File: config.mk
export PLATFORM = sky130hd
export DESIGN_NAME = psg_bus_adapter
export DESIGN_NICKNAME = d
export VERILOG_FILES = /design/src/rtl/psg_bc_pkg.sv /design/src/rtl/psg_bus_decode.sv /design/src/rtl/psg_ctrl_reg.sv /design/src/rtl/psg_shadow_file.sv /design/src/rtl/psg_bus_adapter.sv
export SDC_FILE = /design/constraint.sdc
export NUM_CORES = 1
export LEC_CHECK = 0
export BUFFER_PORTS_ARGS = -buffer_cell sky130_fd_sc_hd__buf_2
export CORE_ASPECT_RATIO = 0.9
export CORE_MARGIN = 2
export CORE_UTILIZATION = 61
export CTS_CLUSTER_SIZE = 40
export DETAILED_ROUTE_END_ITERATION = 10
export PLACE_DENSITY_LB_ADDON = 0.25
export REMOVE_ABC_BUFFERS = 1
export SLEW_MARGIN = 20
export SYNTH_ARGS = -nofsm -noshare
export SYNTH_HDL_FRONTEND = slang
export SYNTH_SLANG_ARGS = --single-unit
File: constraint.sdc
create_clock -name clk -period 12.2 [get_ports clk]
set_clock_uncertainty 0.05 [all_clocks]
set_input_delay 0.61 -clock clk [delete_from_list [all_inputs] [get_ports clk]]
set_output_delay 0.61 -clock clk [all_outputs]
set_load 0.02 [all_outputs]
File: src/rtl/psg_bc_pkg.sv
package psg_bc_pkg;
  // Bus code as {direction, low function}; high function is always 1.
  typedef enum logic [1:0] {
    BUS_IDLE  = 2'b00,
    BUS_READ  = 2'b01,
    BUS_WRITE = 2'b10,
    BUS_LATCH = 2'b11
  } bus_code_e;
endpackage

File: src/rtl/psg_bus_decode.sv
module psg_bus_decode
  import psg_bc_pkg::*;
(
  input  logic      cs_n,
  input  logic      rnw,
  input  logic      a0,
  output bus_code_e code_d
);
  logic dir_raw;
  logic fn_raw;

  always_comb begin
    dir_raw = ~rnw;
    fn_raw  = a0 ^ rnw;
    if (cs_n) code_d = BUS_IDLE;
    else      code_d = bus_code_e'({dir_raw, fn_raw});
  end
endmodule

File: src/rtl/psg_ctrl_reg.sv
module psg_ctrl_reg
  import psg_bc_pkg::*;
#(
  parameter int DATA_W = 8
) (
  input  logic              clk,
  input  logic              rst_n,
  input  bus_code_e         code_d,
  input  logic [DATA_W-1:0] wdata_d,
  output bus_code_e         code_q,
  output logic [DATA_W-1:0] wdata_q
);
  bus_code_e         code_nxt;
  logic [DATA_W-1:0] wdata_nxt;
  logic              wdata_en;

  always_comb begin
    code_nxt  = code_d;
    wdata_en  = code_d[1];
    wdata_nxt = wdata_en ? wdata_d : wdata_q;
  end

  always_ff @(posedge clk or negedge rst_n) begin
    if (!rst_n) begin
      code_q  <= BUS_IDLE;
      wdata_q <= '0;
    end else begin
      code_q  <= code_nxt;
      wdata_q <= wdata_nxt;
    end
  end
endmodule

File: src/rtl/psg_shadow_file.sv
module psg_shadow_file
  import psg_bc_pkg::*;
#(
  parameter int DATA_W = 8,
  parameter int IDX_W  = 4
) (
  input  logic              clk,
  input  logic              rst_n,
  input  bus_code_e         code_d,
  input  logic [DATA_W-1:0] wdata_d,
  output logic [IDX_W-1:0]  idx_q,
  output logic [DATA_W-1:0] rd_data
);
  localparam int NREG = 1 << IDX_W;

  logic [IDX_W-1:0]  idx_nxt;
  logic              idx_en;
  logic [DATA_W-1:0] ent_q [NREG];

  always_comb begin
    idx_en  = (code_d == BUS_LATCH);
    idx_nxt = idx_en ? wdata_d[IDX_W-1:0] : idx_q;
  end

  always_ff @(posedge clk or negedge rst_n) begin
    if (!rst_n) idx_q <= '0;
    else        idx_q <= idx_nxt;
  end

  for (genvar g = 0; g < NREG; g++) begin : g_ent
    logic              we;
    logic [DATA_W-1:0] nxt;
    always_comb begin
      we  = (code_d == BUS_WRITE) && (idx_q == IDX_W'(g));
      nxt = we ? wdata_d : ent_q[g];
    end
    always_ff @(posedge clk or negedge rst_n) begin
      if (!rst_n) ent_q[g] <= '0;
      else        ent_q[g] <= nxt;
    end
  end

  assign rd_data = ent_q[idx_q];
endmodule

File: src/rtl/psg_bus_adapter.sv
module psg_bus_adapter
  import psg_bc_pkg::*;
#(
  parameter int DATA_W = 8,
  parameter int IDX_W  = 4
) (
  input  logic              clk,
  input  logic              rst_n,
  input  logic              cpu_cs_n,
  input  logic              cpu_rnw,
  input  logic              cpu_a0,
  input  logic [DATA_W-1:0] cpu_wdata,
  output logic [DATA_W-1:0] cpu_rdata,
  output logic              cpu_rdata_oe,
  output logic              psg_bdir,
  output logic              psg_bc2,
  output logic              psg_bc1,
  output logic [DATA_W-1:0] psg_wdata,
  output logic              psg_wdata_oe,
  input  logic [DATA_W-1:0] psg_rdata,
  output logic [IDX_W-1:0]  shadow_idx,
  output logic [DATA_W-1:0] shadow_data
);
  // Reset: asserted asynchronously, released on the clock.
  logic [1:0] rst_sync_q;
  logic       rst_s_n;

  always_ff @(posedge clk or negedge rst_n) begin
    if (!rst_n) rst_sync_q <= 2'b00;
    else        rst_sync_q <= {rst_sync_q[0], 1'b1};
  end
  assign rst_s_n = rst_sync_q[1];

  bus_code_e code_d;
  bus_code_e code_q;

  psg_bus_decode u_dec (
    .cs_n   (cpu_cs_n),
    .rnw    (cpu_rnw),
    .a0     (cpu_a0),
    .code_d (code_d)
  );

  psg_ctrl_reg #(.DATA_W(DATA_W)) u_ctrl (
    .clk     (clk),
    .rst_n   (rst_s_n),
    .code_d  (code_d),
    .wdata_d (cpu_wdata),
    .code_q  (code_q),
    .wdata_q (psg_wdata)
  );

  psg_shadow_file #(.DATA_W(DATA_W), .IDX_W(IDX_W)) u_shadow (
    .clk     (clk),
    .rst_n   (rst_s_n),
    .code_d  (code_d),
    .wdata_d (cpu_wdata),
    .idx_q   (shadow_idx),
    .rd_data (shadow_data)
  );

  always_comb begin
    psg_bdir     = code_q[1];
    psg_bc1      = code_q[0];
    psg_bc2      = 1'b1;
    psg_wdata_oe = code_q[1];
    cpu_rdata_oe = (code_q == BUS_READ);
    cpu_rdata    = cpu_rdata_oe ? psg_rdata : '0;
  end
endmodule

* After elaboration in Yosys (flattened, before gate mapping)
Index checks and enable logic that the tools add are counted.
Cells by class: equality and inequality tests 18, reduce and logical (&&, ||, !) cells 17, bitwise gates (word level) 3, order comparisons 1, muxes and demuxes 5
Operators by type and width (number):
- $bmux 8 s4 | 1
- $eq 4x4->1 const B | 8
- $mux 8 | 3
- $eq 4x3->1 const B | 4
- $logic_and 1x1->1 | 16
- $eq 4x2->1 const B | 2
- $ge 5x5->1 const B | 1
- $not 4->5 | 1
- $eq 2x2->1 const B | 2
- $eq 4x1->1 const B | 1
- $logic_not 4->1 | 1
- $eq 2x1->1 const B | 1
- $mux 2 | 1
- $not 1->1 | 1
- $xor 1x1->1 | 1
Word-level totals: output and inout port bits 33, input port bits 21, logic and storage cells 64, register bits after elaboration 144

* Longest topological paths before layout
Gate-level depths: netlist of run 1.
depth after elaboration 4, depth in mapped cells 6, mapped depth without buffers 3

* Modules after synthesis
From an unflattened synthesis of run 1, not the netlist that was laid out.
Unflattened totals: cell total of the unflattened synthesis 410, area total of the unflattened synthesis 6622.6 um^2
By module, submodules not included:
- psg_shadow_file | cells an instance 374, instances 1, area an instance 6079.6 um^2, seq. area each 3303.2 um^2
- psg_ctrl_reg | cells an instance 19, instances 1, area an instance 381.6 um^2, seq. area each 250.2 um^2
- psg_bus_adapter | cells an instance 14, instances 1, area an instance 145.1 um^2, seq. area each 50.0 um^2
- psg_bus_decode | cells an instance 3, instances 1, area an instance 16.3 um^2, seq. area each 0.0 um^2

* Least setup slack after synthesis of run 1
No wires, ideal clock.
path type reg-to-output, from reg u_shadow.idx_q[0], to out shadow_data[6], data required time 11540 ps, cell stages (with the launch flop) 6, slack 9545 ps, path buffers 2, data arrival time 1995 ps, cell sequence dfrtp_1 > buf_4 > buf_1 > mux4_2 > a22oi_1 > nand2_1
On the way: longest elaborated chain between the ends 4
Ends and longest elaborated chain:
- from (decl) | line psg_shadow_file.sv:11 | output logic [IDX_W-1:0] idx_q,
- from (signal assigned) | line psg_shadow_file.sv:27 | else idx_q <= idx_nxt;
- $not 4->5 (implied by the code) | line psg_shadow_file.sv:43 | assign rd_data = ent_q[idx_q];
- $bmux 8 s4 | line psg_shadow_file.sv:43
- $mux 8 (implied by the code) (2 in a row) | line psg_shadow_file.sv:43
- to (decl) | line psg_bus_adapter.sv:22 | output logic [DATA_W-1:0] shadow_data
No other way between the ends. The select of a mux whose other input is x is not followed.

* Worst setup path after layout of run 1
from reg u_shadow.idx_q[1], to out shadow_data[4]
The elaborated chain is that of the path after synthesis.

==> flow_summary.rst, run 1 <==
.. list-table::
   :header-rows: 1

   * - Metric
     - Value
   * - Clock-pin slew of the registers on the worst-case setup and hold paths
     - 60 ps
   * - Max-capacitance violation count
     - 0
   * - Number of rows created at floorplan
     - 35
   * - Reg-to-Reg Start
     - u_shadow.idx_q[0]
   * - WL per Instance
     - 23.7 µm
   * - Height of the die
     - 102 µm
   * - Total Negative Setup Slacks
     - 0 ps
   * - DRC Markers
     - 8
   * - Fill cell instance count of the final layout
     - 639
   * - Drt total wl
     - 14200 µm
   * - Tightest slew margin relative to the limit
     - 27.4%
   * - CTS H-tree lvls
     - 4
   * - Compound-gate portion of the synthesized area
     - under 10%
   * - Min Tclk post-route
     - 3270 ps
   * - Netlist cell types
     - 24
   * - Ys Warns
     - 0
   * - Final-report max-slew violation count
     - 0
   * - Wire length of the first global-routing pass
     - about 23000 µm
   * - Leading cell type in the layout, fill and taps excluded
     - sky130_fd_sc_hd__dfrtp_1
   * - Number of global-route vias before repair
     - 4037
   * - Clock sink count
     - around 140
   * - Root Driver
     - sky130_fd_sc_hd__clkbuf_16
   * - Sequential element share of the synthesized area
     - between 50% and 60%
   * - RSZ-0062 raised after global routing
     - no
   * - Clock tree from TritonCTS
     - yes
   * - Die area
     - around 0.012 mm²
   * - TritonRoute pass-1 iters
     - 7
   * - Crit path launch
     - u_shadow.idx_q[1]
   * - Cell area after technology mapping
     - approximately 0.0065 mm²
   * - Horizontal die dimension
     - about 110 µm
   * - Required time at the endpoint of the critical path
     - 11540 ps
   * - Endpoint type of the worst setup path
     - output port
   * - Failing checks
     - DRC
   * - Min-Delay Path Class
     - flop to async pin
   * - Synthesized area per cell
     - approximately 16 µm²
   * - Starting density of the core
     - 63.2%
   * - Biggest fanout along the worst timing path
     - 35
   * - DP HPWL
     - 8760 µm
   * - Highest clock rate
     - 306 MHz
   * - Largest net degree at the start of global routing
     - 84
   * - Total area of sequential cells
     - about 0.0036 mm²
   * - Port-buffer cells
     - 52
   * - Area occupied by multi-input gates
     - 0.00280 mm²
   * - Detailed-route via count
     - 3834
   * - Leading cell types by total area after synthesis
     - sky130_fd_sc_hd__dfrtp_1 (55%), sky130_fd_sc_hd__mux2_2 (24%), sky130_fd_sc_hd__mux4_2 (11%), sky130_fd_sc_hd__a22oi_1 (1.8%), sky130_fd_sc_hd__nor3_4 (1.5%)
   * - Gr usage total
     - 27.0%
   * - Synthesized-area fraction occupied by adder cells
     - 0%
   * - Flops & latches, synth
     - 144
   * - Clk_lat worst skew
     - approximately 420 ps
   * - Crit path kind
     - flop to output port
   * - Core Footprint
     - between 0.01 and 0.015 mm²
   * - FF-to-FF setup slack
     - 9350 ps
   * - CTS Buf Count
     - 17
   * - R2R Path End
     - u_shadow.ent_q[36]
   * - Residual antenna-violating net count after detailed routing
     - 0
   * - Overall power
     - 0.00161 W
   * - Maximum buffer depth of the clock tree
     - 2
   * - Static power due to leakage
     - 3.53 nW
   * - Antenna diode instance count
     - 0
   * - Power density of the placed cells
     - between 200 and 250 mW/mm²
   * - Starting DRT DRC Count
     - 255
   * - Commonest cells after routing, fill and taps aside
     - sky130_fd_sc_hd__dfrtp_1 (141), sky130_fd_sc_hd__mux2_2 (139), sky130_fd_sc_hd__buf_2 (52)
   * - Final setup violating endpoints
     - 0
   * - Post-detailed-route via-to-cell ratio
     - 6.41
   * - Post-synth top area cell
     - sky130_fd_sc_hd__dfrtp_1
   * - Leftover overflow at the end of global routing
     - 0
   * - Layout Area Growth over Synthesis
     - 15.4%
   * - Startpoint type of the worst setup path
     - flop
   * - Combinational family with the most area after synthesis
     - multiplexers
   * - Antenna violations before repair
     - 0
   * - Slew at the pin closest to its max-slew limit
     - 1080 ps
   * - Xor and xnor fraction of the mapped netlist area
     - 0.134%
   * - Fraction of final layout cells with drive strength greater than 1
     - 58.0%
   * - Last weighted congestion value of the routability-driven placer
     - 0.770
   * - Final hold violation count
     - 0
   * - Post-route fraction of the period consumed by the critical path
     - around 27%
   * - Multiplexer area fraction after synthesis
     - 35.2%
   * - Worst vdd ir
     - 0.000168 V
   * - Number of buffers added for setup after CTS
     - 0
   * - Result of the run
     - complete, but fails checks
   * - Simple logic cell fraction of the synthesized area
     - 5.65%
   * - Gate Count Post-Synth
     - 409
   * - Total Nets Final
     - 479
   * - Data arrival time of the critical path
     - 2610 ps
   * - Count of cells along the worst register-to-register path
     - 4
   * - Number of top-level design ports
     - 54
   * - Yosys top cell area share
     - 55.2%
[how the worst max path moves through the flow]
stage / end
6_report: shadow_data[4]
5_1_grt: shadow_data[4]
4_1_cts: shadow_data[4]
3_5_place_dp: u_shadow.ent_q[64]
3_3_place_gp: u_shadow.ent_q[68]
2_1_floorplan: u_ctrl.code_q[0]
[cell type report]
cell class / count / area share, %
clock buffer: 19 / 6.01
clock inverter: 11 / 2.49
multi-input combinational: 238 / 37.2
sequential: 144 / 47.9
tap: 129 / 2.14
timing repair buffer: 57 / 4.25
[critical path, stage by stage, from the launching register on]
cell and delay (ps):
sky130_fd_sc_hd__dfrtp_2 610, sky130_fd_sc_hd__buf_4 560, sky130_fd_sc_hd__mux4_2 400, sky130_fd_sc_hd__a22oi_1 240, sky130_fd_sc_hd__nand2_1 160, sky130_fd_sc_hd__buf_2 190
[metrics by stage]
step	std cells	area, µm²	utilization (%)	setup slack, ps	hold WS [ps]
floorplan	382	6410	-	7840	264
global placement	566	6860	66.3	9430	295
detailed placement	566	6860	66.3	9320	300
CTS	597	7510	72.6	8940	324
global route	598	7530	72.9	8810	229
finish	598	7530	72.9	8930	193
[cells by family after synthesis]
| family | count (synthesis) |
|---|---|
| AO/OA/AOI/OAI | 16 |
| XOR/XNOR | 1 |
| buffers and inverters | 28 |
| flip-flops | 144 |
| multiplexers | 172 |
| other | 1 |
| AND/OR/NAND/NOR | 47 |
[synthesized netlist by cell type]
master,instances
sky130_fd_sc_hd__nor3_4,6
sky130_fd_sc_hd__mux4_2,32
sky130_fd_sc_hd__or4_1,1
sky130_fd_sc_hd__or4b_1,1
sky130_fd_sc_hd__nand3_2,4
sky130_fd_sc_hd__dfrtp_1,144
sky130_fd_sc_hd__a22oi_1,16
sky130_fd_sc_hd__mux2_1,1
sky130_fd_sc_hd__nor4b_1,1
sky130_fd_sc_hd__nand2_1,10
sky130_fd_sc_hd__nand3_1,4
sky130_fd_sc_hd__nor2b_1,3
sky130_fd_sc_hd__nor4_4,2
sky130_fd_sc_hd__xnor2_1,1
sky130_fd_sc_hd__nor4_1,1
sky130_fd_sc_hd__buf_4,3
sky130_fd_sc_hd__buf_2,10
sky130_fd_sc_hd__conb_1,1
sky130_fd_sc_hd__nand2b_1,2
sky130_fd_sc_hd__mux2_2,139
sky130_fd_sc_hd__nor2_1,3
sky130_fd_sc_hd__buf_1,4
sky130_fd_sc_hd__clkbuf_1,11
sky130_fd_sc_hd__and2_1,9
[power breakdown]
group | internal, W | leakage (nW) | switching, W | total, W
Combinational | 0.000199 | 1.34 | 0.000158 | 0.000357
Sequential | 0.000610 | 1.88 | 0.0000787 | 0.000689
Clock | 0.000370 | 0.318 | 0.000193 | 0.000563
Total | 0.00118 | 3.53 | 0.000429 | 0.00161
[per-layer routing]
metal / vias to the layer above / share of wire, % / global-route usage [%]
met4: 0 / 2.0 / 10.1
met3: 23 / 5.0 / 5.69
met1: 2058 / 43 / 36.3
li1: 1633 / - / -
met2: 120 / 50 / 44.3
met5: - / 0 / 0
[sequential cells by signal (all words and copies together) (netlist names)]
register and count:
u_shadow.ent_q 128, u_ctrl.wdata_q 8, u_shadow.idx_q 4, rst_sync_q 2, u_ctrl.code_q 2
[timing repair]
action,4_1_cts,5_1_grt
gates resized for setup,0,0
hold endpoints to repair,2,0
hold buffers,1,0
Power figures use the tool's default switching activity.
==> inputs of run 2 (changes only) <==
--- a/config.mk
+++ b/config.mk
@@ -8,7 +8,7 @@
 export BUFFER_PORTS_ARGS = -buffer_cell sky130_fd_sc_hd__buf_2
 export CORE_ASPECT_RATIO = 0.9
 export CORE_MARGIN = 2
-export CORE_UTILIZATION = 61
+export CORE_UTILIZATION = 54
 export CTS_CLUSTER_SIZE = 40
 export DETAILED_ROUTE_END_ITERATION = 10
 export PLACE_DENSITY_LB_ADDON = 0.25
==> constraint.sdc (replaced) <==
create_clock -name clk -period 3 [get_ports clk]
set_clock_uncertainty 0.05 [all_clocks]
set_input_delay 0.15 -clock clk [delete_from_list [all_inputs] [get_ports clk]]
set_output_delay 0.15 -clock clk [all_outputs]
set_load 0.02 [all_outputs]
==> flow_summary.rst, run 2 (synthesized netlist as in run 1, its figures left out) <==
.. list-table::
   :header-rows: 1

   * - Metric
     - Value
   * - Starting DRT DRC Count
     - 198 (-22%)
   * - Power density of the placed cells
     - 819 mW/mm² (+280%)
   * - Startpoint type of the worst setup path
     - flop
   * - Largest registers in the final layout
     - u_shadow.ent_q x128, u_ctrl.wdata_q x8, u_shadow.idx_q x4
   * - Residual antenna-violating net count after detailed routing
     - 0 (unchanged)
   * - Reg-to-Reg Start
     - u_shadow.idx_q[0]
   * - Static power due to leakage
     - 3.54 nW (+0.16%)
   * - Largest net degree at the start of global routing
     - 69 (-18%)
   * - Slew at the pin closest to its max-slew limit
     - 619 ps (-460 ps)
   * - Number of rows created at floorplan
     - 38 (+8.6%)
   * - Wire length of the first global-routing pass
     - 22500 µm (-0.45%)
   * - Number of buffers added for setup after CTS
     - 0 (unchanged)
   * - Result of the run
     - complete, no violations
   * - Starting density of the core
     - 54.7% (-8.5 points)
   * - Core Footprint
     - 0.0119 mm² (+15%)
   * - TritonRoute pass-1 iters
     - 4 (-3)
   * - Combinational cell fraction of total power
     - 23.7% (+1.5 points)
   * - Final non-filler cell total
     - 642 (+7.4%)
   * - WL per Instance
     - 21.6 µm (-8.6%)
   * - Clock-pin slew of the registers on the worst-case setup and hold paths
     - 60 ps (about the same)
   * - Last weighted congestion value of the routability-driven placer
     - 0.794 (+3.0%)
   * - Sequential fraction of design power
     - 45.2% (+2.4 points)
   * - Clock tree from TritonCTS
     - yes
   * - Drt total wl
     - 13900 µm (-1.9%)
   * - Root Driver
     - sky130_fd_sc_hd__clkbuf_16
   * - Min-Delay Path Class
     - input port to flop
   * - Biggest fanout along the worst timing path
     - 17 (-51%)
   * - Final setup violating endpoints
     - 0 (unchanged)
   * - DRC Markers
     - 0 (-8)
   * - Highest clock rate
     - 375 MHz
   * - Number of flip-flops in the largest register
     - 128 (unchanged)
   * - Clock sink count
     - 144 (unchanged)
   * - Relative contribution of the clock network to total power
     - 31.1% (-3.9 points)
   * - Fraction of final layout cells with drive strength greater than 1
     - 57.5% (-0.53 points)
   * - Net switching share of the total power
     - 27.5% (+0.81 points)
   * - Height of the die
     - 108 µm (+6.0%)
   * - Clk_lat worst skew
     - 420 ps (about the same)
   * - Count of cells along the worst register-to-register path
     - 3 (-1)
   * - Antenna diode instance count
     - 0 (unchanged)
   * - Number of top-level design ports
     - 54 (unchanged)
   * - Leftover overflow at the end of global routing
     - 0 (unchanged)
   * - Worst Hold Launch
     - cpu_rnw
   * - Maximum buffer depth of the clock tree
     - 2 (unchanged)
   * - Net switching component of the power
     - 0.00170 W (+300%)
   * - Crit path kind
     - flop to output port
   * - Total Negative Setup Slacks
     - 0 ps (unchanged)
   * - Gr usage total
     - 23.5% (-3.5 points)
   * - CTS Buf Count
     - 17 (unchanged)
   * - Port-buffer cells
     - 52 (unchanged)
   * - End point of the most critical hold path
     - u_ctrl.code_q[0]
   * - Cell-internal power
     - 0.00449 W (+280%)
   * - Horizontal die dimension
     - 120 µm (+6.1%)
   * - DP HPWL
     - 9270 µm (+5.9%)
   * - Antenna violations before repair
     - 0 (unchanged)
   * - Detailed-route via count
     - 3835 (+0.026%)
   * - Min Tclk post-route
     - about 2700 ps
   * - Register bank with the most flops
     - u_shadow.ent_q
   * - CTS H-tree lvls
     - 4 (unchanged)
   * - Die area
     - 0.0130 mm² (+12%)
   * - Post-detailed-route via-to-cell ratio
     - 5.97 (-6.8%)
   * - Number of global-route vias before repair
     - 4005 (-0.79%)
   * - Data arrival time of the critical path
     - 2470 ps (-140 ps)
   * - Commonest cells after routing, fill and taps aside
     - sky130_fd_sc_hd__dfrtp_1 (141), sky130_fd_sc_hd__mux2_2 (139), sky130_fd_sc_hd__buf_2 (52)
   * - Leading cell type in the layout, fill and taps excluded
     - sky130_fd_sc_hd__dfrtp_1
   * - Tightest slew margin relative to the limit
     - 58.4% (+31 points)
   * - Endpoint type of the worst setup path
     - output port
   * - Total Nets Final
     - 490 (+2.3%)
   * - Worst slack on hold paths
     - 36.1 ps (-157 ps)
   * - Max-capacitance violation count
     - 0 (unchanged)
   * - RSZ-0062 raised after global routing
     - no
   * - R2R Path End
     - u_shadow.ent_q[114]
   * - # placed instances
     - 607 (+7.2%)
   * - Worst hold path stage count
     - 3
   * - FF-to-FF setup slack
     - 690 ps (-8660 ps)
   * - Final hold violation count
     - 0 (unchanged)
   * - Final-report max-slew violation count
     - 0 (unchanged)
   * - Required time at the endpoint of the critical path
     - 2800 ps (-8740 ps)
   * - Worst vdd ir
     - 0.000526 V (+210%)
   * - Layout Area Growth over Synthesis
     - 15.8%
   * - Post-route fraction of the period consumed by the critical path
     - 88.9%
run 2: cell types whose count changed in the layout (fill, tap and decap cells not counted), sizes merged:
cell / previous run / this run
buf: 56 / 65
clkbuf: 19 / 25
bufinv: 5 / 1
dlygate4sd3: 1 / 3
run 2: critical path: stages (launching register included):
cell and delay, ps:
sky130_fd_sc_hd__dfrtp_2 520, sky130_fd_sc_hd__buf_4 380, sky130_fd_sc_hd__mux4_2 550, sky130_fd_sc_hd__a22oi_1 250, sky130_fd_sc_hd__nand2_1 150, sky130_fd_sc_hd__buf_2 190
run 2: cell type report:
class / instances / area, µm²
Clock buffer: 25 / 475
Clock inverter: 7 / 60.1
Fill cell: 876 / 4370
Multi-Input combinational cell: 238 / 2800
Sequential cell: 144 / 3610
Tap cell: 160 / 200
Timing Repair Buffer: 68 / 413
run 2: stage by stage:
stage	total power, W	setup WS [ps]	util, %	instance area [µm²]
6_report	0.00620	334	63.4	7560
2_1_floorplan	0.00384	-1360	-	6410
3_3_place_gp	0.00423	739	58.6	7000
3_5_place_dp	0.00431	692	58.6	7000
5_1_grt	0.00649	175	63.4	7560
4_1_cts	0.00625	304	63.4	7560
run 2: how the worst max path moves through the flow:
stage | startpoint | end | slack, ps
floorplan | rst_sync_q[1] | u_ctrl.code_q[0] | -1360
global placement | u_shadow.idx_q[0] | u_shadow.ent_q[121] | 740
detailed placement | u_shadow.idx_q[0] | u_shadow.ent_q[114] | 690
CTS | u_shadow.idx_q[0] | shadow_data[2] | 300
global route | u_shadow.idx_q[0] | shadow_data[2] | 180
finish | u_shadow.idx_q[0] | shadow_data[2] | 330
run 2: routing by layer:
metal | track usage, % | wire length [µm] | vias to the layer above
met5 | 0 | 0 | -
met4 | 7.48 | 269 | 0
met3 | 6.59 | 734 | 20
met2 | 38.5 | 7010 | 111
met1 | 30.7 | 5870 | 2044
li1 | - | - | 1660
run 2: power groups by stage:
| stage | sequential [W] | combinational, W | clock [W] |
|---|---|---|---|
| 2_1_floorplan | 0.00283 | 0.00101 | 0 |
| 3_3_place_gp | 0.00279 | 0.00144 | 0 |
| 3_5_place_dp | 0.00282 | 0.00148 | 0 |
| 4_1_cts | 0.00279 | 0.00150 | 0.00196 |
| 5_1_grt | 0.00286 | 0.00158 | 0.00205 |
| 6_report | 0.00280 | 0.00147 | 0.00193 |
run 2: timing repair:
item / 4_1_cts / 5_1_grt
hold buffers: 3 / 0
gates resized for setup: 0 / 0
hold endpoints to repair: 3 / 0
==> inputs of run 3 (changes only) <==
--- a/config.mk
+++ b/config.mk
@@ -5,6 +5,7 @@
 export SDC_FILE = /design/constraint.sdc
 export NUM_CORES = 1
 export LEC_CHECK = 0
+export ABC_AREA = 1
 export BUFFER_PORTS_ARGS = -buffer_cell sky130_fd_sc_hd__buf_2
 export CORE_ASPECT_RATIO = 0.9
 export CORE_MARGIN = 2
==> flow_summary.rst, run 3 <==
.. list-table::
   :header-rows: 1

   * - Metric
     - Value
   * - Result of the run
     - complete, no violations
   * - Number of global-route vias before repair
     - 5512 (+38%)
   * - Yosys top cell area share
     - 51.8% (-3.3 points)
   * - Post-route fraction of the period consumed by the critical path
     - 81.1% (-7.7 points)
   * - Xor and xnor fraction of the mapped netlist area
     - 0.126% (-0.0081 points)
   * - Gr usage total
     - 27.3% (+3.8 points)
   * - Cell area after technology mapping
     - 0.00695 mm² (+6.4%)
   * - Last weighted congestion value of the routability-driven placer
     - 0.934 (+18%)
   * - Largest net degree at the start of global routing
     - 69 (unchanged)
   * - Post-detailed-route via-to-cell ratio
     - 5.16 (-14%)
   * - Antenna diode instance count
     - 0 (unchanged)
   * - Cell-internal power
     - 0.00416 W (-7.3%)
   * - Height of the die
     - 112 µm (+3.0%)
   * - Tightest slew margin relative to the limit
     - 45.8% (-13 points)
   * - Min Tclk post-route
     - 2430 ps (-232 ps)
   * - Drt total wl
     - 17100 µm (+23%)
   * - Startpoint type of the worst setup path
     - flop
   * - Leftover overflow at the end of global routing
     - 0 (unchanged)
   * - Clock sink count
     - 144 (unchanged)
   * - CTS Buf Count
     - 17 (unchanged)
   * - Combinational family with the most area after synthesis
     - simple AND/OR/NAND/NOR gates
   * - TritonRoute pass-1 iters
     - 5 (+1)
   * - Clock tree from TritonCTS
     - yes
   * - Dominant register cell in the synthesized netlist
     - sky130_fd_sc_hd__dfrtp_1
   * - Total non-filler cell area in the finished layout
     - 0.00782 mm² (+3.5%)
   * - Routed length on met1
     - 7930 µm (+35%)
   * - Instance area at placement
     - 0.00718 mm² (+2.6%)
   * - Biggest fanout along the worst timing path
     - 68 (+51)
   * - Sequential fraction of design power
     - 42.6% (-2.6 points)
   * - Min setup slack post-route
     - 566 ps (+232 ps)
   * - Starting density of the core
     - 55.0% (+0.27 points)
   * - Detailed-route via count
     - 5815 (+52%)
   * - Core Footprint
     - 0.0126 mm² (+5.9%)
   * - Power density of the placed cells
     - 785 mW/mm² (-4.2%)
   * - Number of rows created at floorplan
     - 39 (+2.6%)
   * - Port-buffer cells
     - 52 (unchanged)
   * - Max-capacitance violation count
     - 0 (unchanged)
   * - Min-Delay Path Class
     - input port to flop
   * - Synthesized-area fraction occupied by adder cells
     - 0% (unchanged)
   * - Horizontal die dimension
     - 124 µm (+3.1%)
   * - CTS resizes
     - 0 (unchanged)
   * - Leading cell type in the layout, fill and taps excluded
     - sky130_fd_sc_hd__nand2_1
   * - Net switching component of the power
     - 0.00198 W (+16%)
   * - Ys Warns
     - 0 (unchanged)
   * - Netlist cell types
     - 19 (-21%)
   * - Count of cells along the worst register-to-register path
     - 6 (+3)
   * - Antenna violations before repair
     - 0 (unchanged)
   * - Number of flip-flops in the largest register
     - 128 (unchanged)
   * - Post-synth top area cell
     - sky130_fd_sc_hd__dfrtp_1
   * - Routed wl met3
     - 881 µm (+20%)
   * - Flops & latches, synth
     - 144 (unchanged)
   * - Die area
     - 0.0138 mm² (+6.2%)
   * - Total Nets Final
     - 970 (+98%)
   * - Relative contribution of the clock network to total power
     - 35.3% (+4.2 points)
   * - Final non-filler cell total
     - 1126 (+75%)
   * - Final setup violating endpoints
     - 0 (unchanged)
   * - Register bank with the most flops
     - u_shadow.ent_q
   * - Simple logic cell fraction of the synthesized area
     - 30.4% (+25 points)
   * - Multiplexer area fraction after synthesis
     - 0% (-35 points)
   * - Residual antenna-violating net count after detailed routing
     - 0 (unchanged)
   * - Leading cell types by total area after synthesis
     - sky130_fd_sc_hd__dfrtp_1 (52%), sky130_fd_sc_hd__nand2_1 (27%), sky130_fd_sc_hd__o21ai_1 (5.0%), sky130_fd_sc_hd__o21ai_0 (4.3%), sky130_fd_sc_hd__inv_1 (2.3%)
   * - Crit path kind
     - flop to output port
   * - Commonest cells after routing, fill and taps aside
     - sky130_fd_sc_hd__nand2_1 (499), sky130_fd_sc_hd__dfrtp_1 (142), sky130_fd_sc_hd__o21ai_1 (69)
   * - # placed instances
     - 1090 (+80%)
   * - Starting DRT DRC Count
     - 522 (+160%)
   * - Number of top-level design ports
     - 54 (unchanged)
   * - Compound-gate portion of the synthesized area
     - 10.7% (+8.8 points)
   * - Most frequently used cell type in the post-synthesis netlist
     - sky130_fd_sc_hd__nand2_1
   * - DP HPWL
     - 10700 µm (+15%)
   * - WL per Instance
     - 15.2 µm (-30%)
   * - Wire length of the first global-routing pass
     - 28700 µm (+27%)
   * - Top layer reached by signal wires
     - met4
   * - Root Driver
     - sky130_fd_sc_hd__clkbuf_16
   * - Fraction of final layout cells with drive strength greater than 1
     - 12.0% (-46 points)
   * - Combinational cell fraction of total power
     - 22.1% (-1.6 points)
   * - Worst slack on hold paths
     - 175 ps (+139 ps)
   * - Maximum buffer depth of the clock tree
     - 2 (unchanged)
   * - Number of buffers added for setup after CTS
     - 0 (unchanged)
   * - Synth cell count leaders
     - sky130_fd_sc_hd__nand2_1 (499), sky130_fd_sc_hd__dfrtp_1 (144), sky130_fd_sc_hd__o21ai_1 (69)
   * - Worst hold path stage count
     - 3 (unchanged)
   * - Synthesized area per cell
     - 7.59 µm² (-52%)
   * - Final core occ
     - 61.9% (-1.5 points)
   * - Final-report max-slew violation count
     - 0 (unchanged)
   * - Required time at the endpoint of the critical path
     - 2800 ps (about the same)
   * - Largest registers in the final layout
     - u_shadow.ent_q x128, u_ctrl.wdata_q x8, u_shadow.idx_q x4
   * - Fill cell instance count of the final layout
     - 1130 (+29%)
   * - RSZ-0062 raised after global routing
     - no
   * - Final hold violation count
     - 0 (unchanged)
   * - Post-place setup slack
     - 849 ps (+157 ps)
   * - Slew at the pin closest to its max-slew limit
     - 812 ps (+193 ps)
   * - Sequential element share of the synthesized area
     - 51.8% (-3.3 points)
   * - Count of flip-flops with a built-in enable after synthesis
     - 0 (unchanged)
   * - Clk_lat worst skew
     - 430 ps (about the same)
   * - Gate Count Post-Synth
     - 916 (+120%)
   * - Data arrival time of the critical path
     - 2230 ps (-240 ps)
   * - Clock-pin slew of the registers on the worst-case setup and hold paths
     - 60 ps (about the same)
   * - Layout Area Growth over Synthesis
     - 12.5%
   * - Endpoint type of the worst setup path
     - output port
   * - CTS H-tree lvls
     - 4 (unchanged)
   * - Fraction of registers with async set or reset after synthesis
     - 100% (unchanged)
   * - Highest clock rate
     - 411 MHz (+9.5%)
   * - Worst vdd ir
     - 0.000473 V (-10%)
   * - Net switching share of the total power
     - 32.2% (+4.7 points)
   * - Static power due to leakage
     - 4.31 nW (+22%)
   * - DRC Markers
     - 0 (unchanged)
   * - Met2 layer wire length in the routed design
     - 7950 µm (+13%)
run 3: area by class of cell:
type / count / area [µm²] / area share, %
Sequential cell: 144 / 3610 / 46.1
Clock buffer: 19 / 443 / 5.66
Timing Repair Buffer: 63 / 378 / 4.83
Clock inverter: 13 / 159 / 2.03
Inverter: 43 / 161 / 2.06
Multi-Input combinational cell: 680 / 2870 / 36.7
Tap cell: 164 / 205 / 2.62
run 3: metal layers:
metal | GRT usage (%) | up-vias
li1 | - | 2900
met2 | 41.1 | 165
met1 | 39.3 | 2722
met4 | 9.62 | 0
met5 | 0 | -
met3 | 5.79 | 28
run 3: path summary, 6_finish.rpt:
kind	end	slack, ps	startpoint
setup / recovery	shadow_data[5]	570	u_shadow.idx_q[0]
hold / removal	u_shadow.idx_q[0]	180	cpu_a0
setup reg to reg	u_shadow.ent_q[54]	800	u_shadow.idx_q[0]
hold reg to reg	u_ctrl.wdata_q[6]	280	rst_sync_q[1]
max in group asynchronous	u_shadow.ent_q[23]	1780	rst_sync_q[1]
min in group asynchronous	u_ctrl.wdata_q[6]	280	rst_sync_q[1]
run 3: metrics by stage:
stage	power, W	TNS (ps)
after floorplan	0.00354	-218860
after global placement	0.00395	0
after detailed placement	0.00399	0
after CTS	0.00616	0
after global routing	0.00651	0
final	0.00614	0
run 3: power by group through the flow:
| stage | combinational [W] | clock, W | sequential, W |
|---|---|---|---|
| after floorplan | 0.000875 | 0 | 0.00267 |
| after global placement | 0.00132 | 0 | 0.00263 |
| after detailed placement | 0.00135 | 0 | 0.00263 |
| after CTS | 0.00136 | 0.00219 | 0.00261 |
| after global routing | 0.00156 | 0.00228 | 0.00266 |
| final | 0.00136 | 0.00216 | 0.00262 |
run 3: worst max-delay path, stage by stage, from the launching register on:
cell and delay, ps:
sky130_fd_sc_hd__dfrtp_2 360, sky130_fd_sc_hd__buf_4 600, sky130_fd_sc_hd__nand2_1 100, sky130_fd_sc_hd__nand2_1 110
sky130_fd_sc_hd__nand2_1 60, sky130_fd_sc_hd__nand2_1 110, sky130_fd_sc_hd__nand2_1 70, sky130_fd_sc_hd__nand2_1 120
sky130_fd_sc_hd__inv_1 50, sky130_fd_sc_hd__nand2_1 60, sky130_fd_sc_hd__buf_2 150
run 3: cell families (layout without fill, tap and decap cells):
logic type | Yosys count | count (layout)
AND/OR/NAND/NOR | 537 | 537
flip-flops | 144 | 144
AO/OA/AOI/OAI | 140 | 140
buffers and inverters | 93 | 138
other | 1 | 2
XOR/XNOR | 1 | 1
run 3: what timing repair did:
action | 4_1_cts | 5_1_grt
hold buffers | 4 | 0
hold endpoints to repair | 3 | 0
setup endpoints to repair | 0 | 0
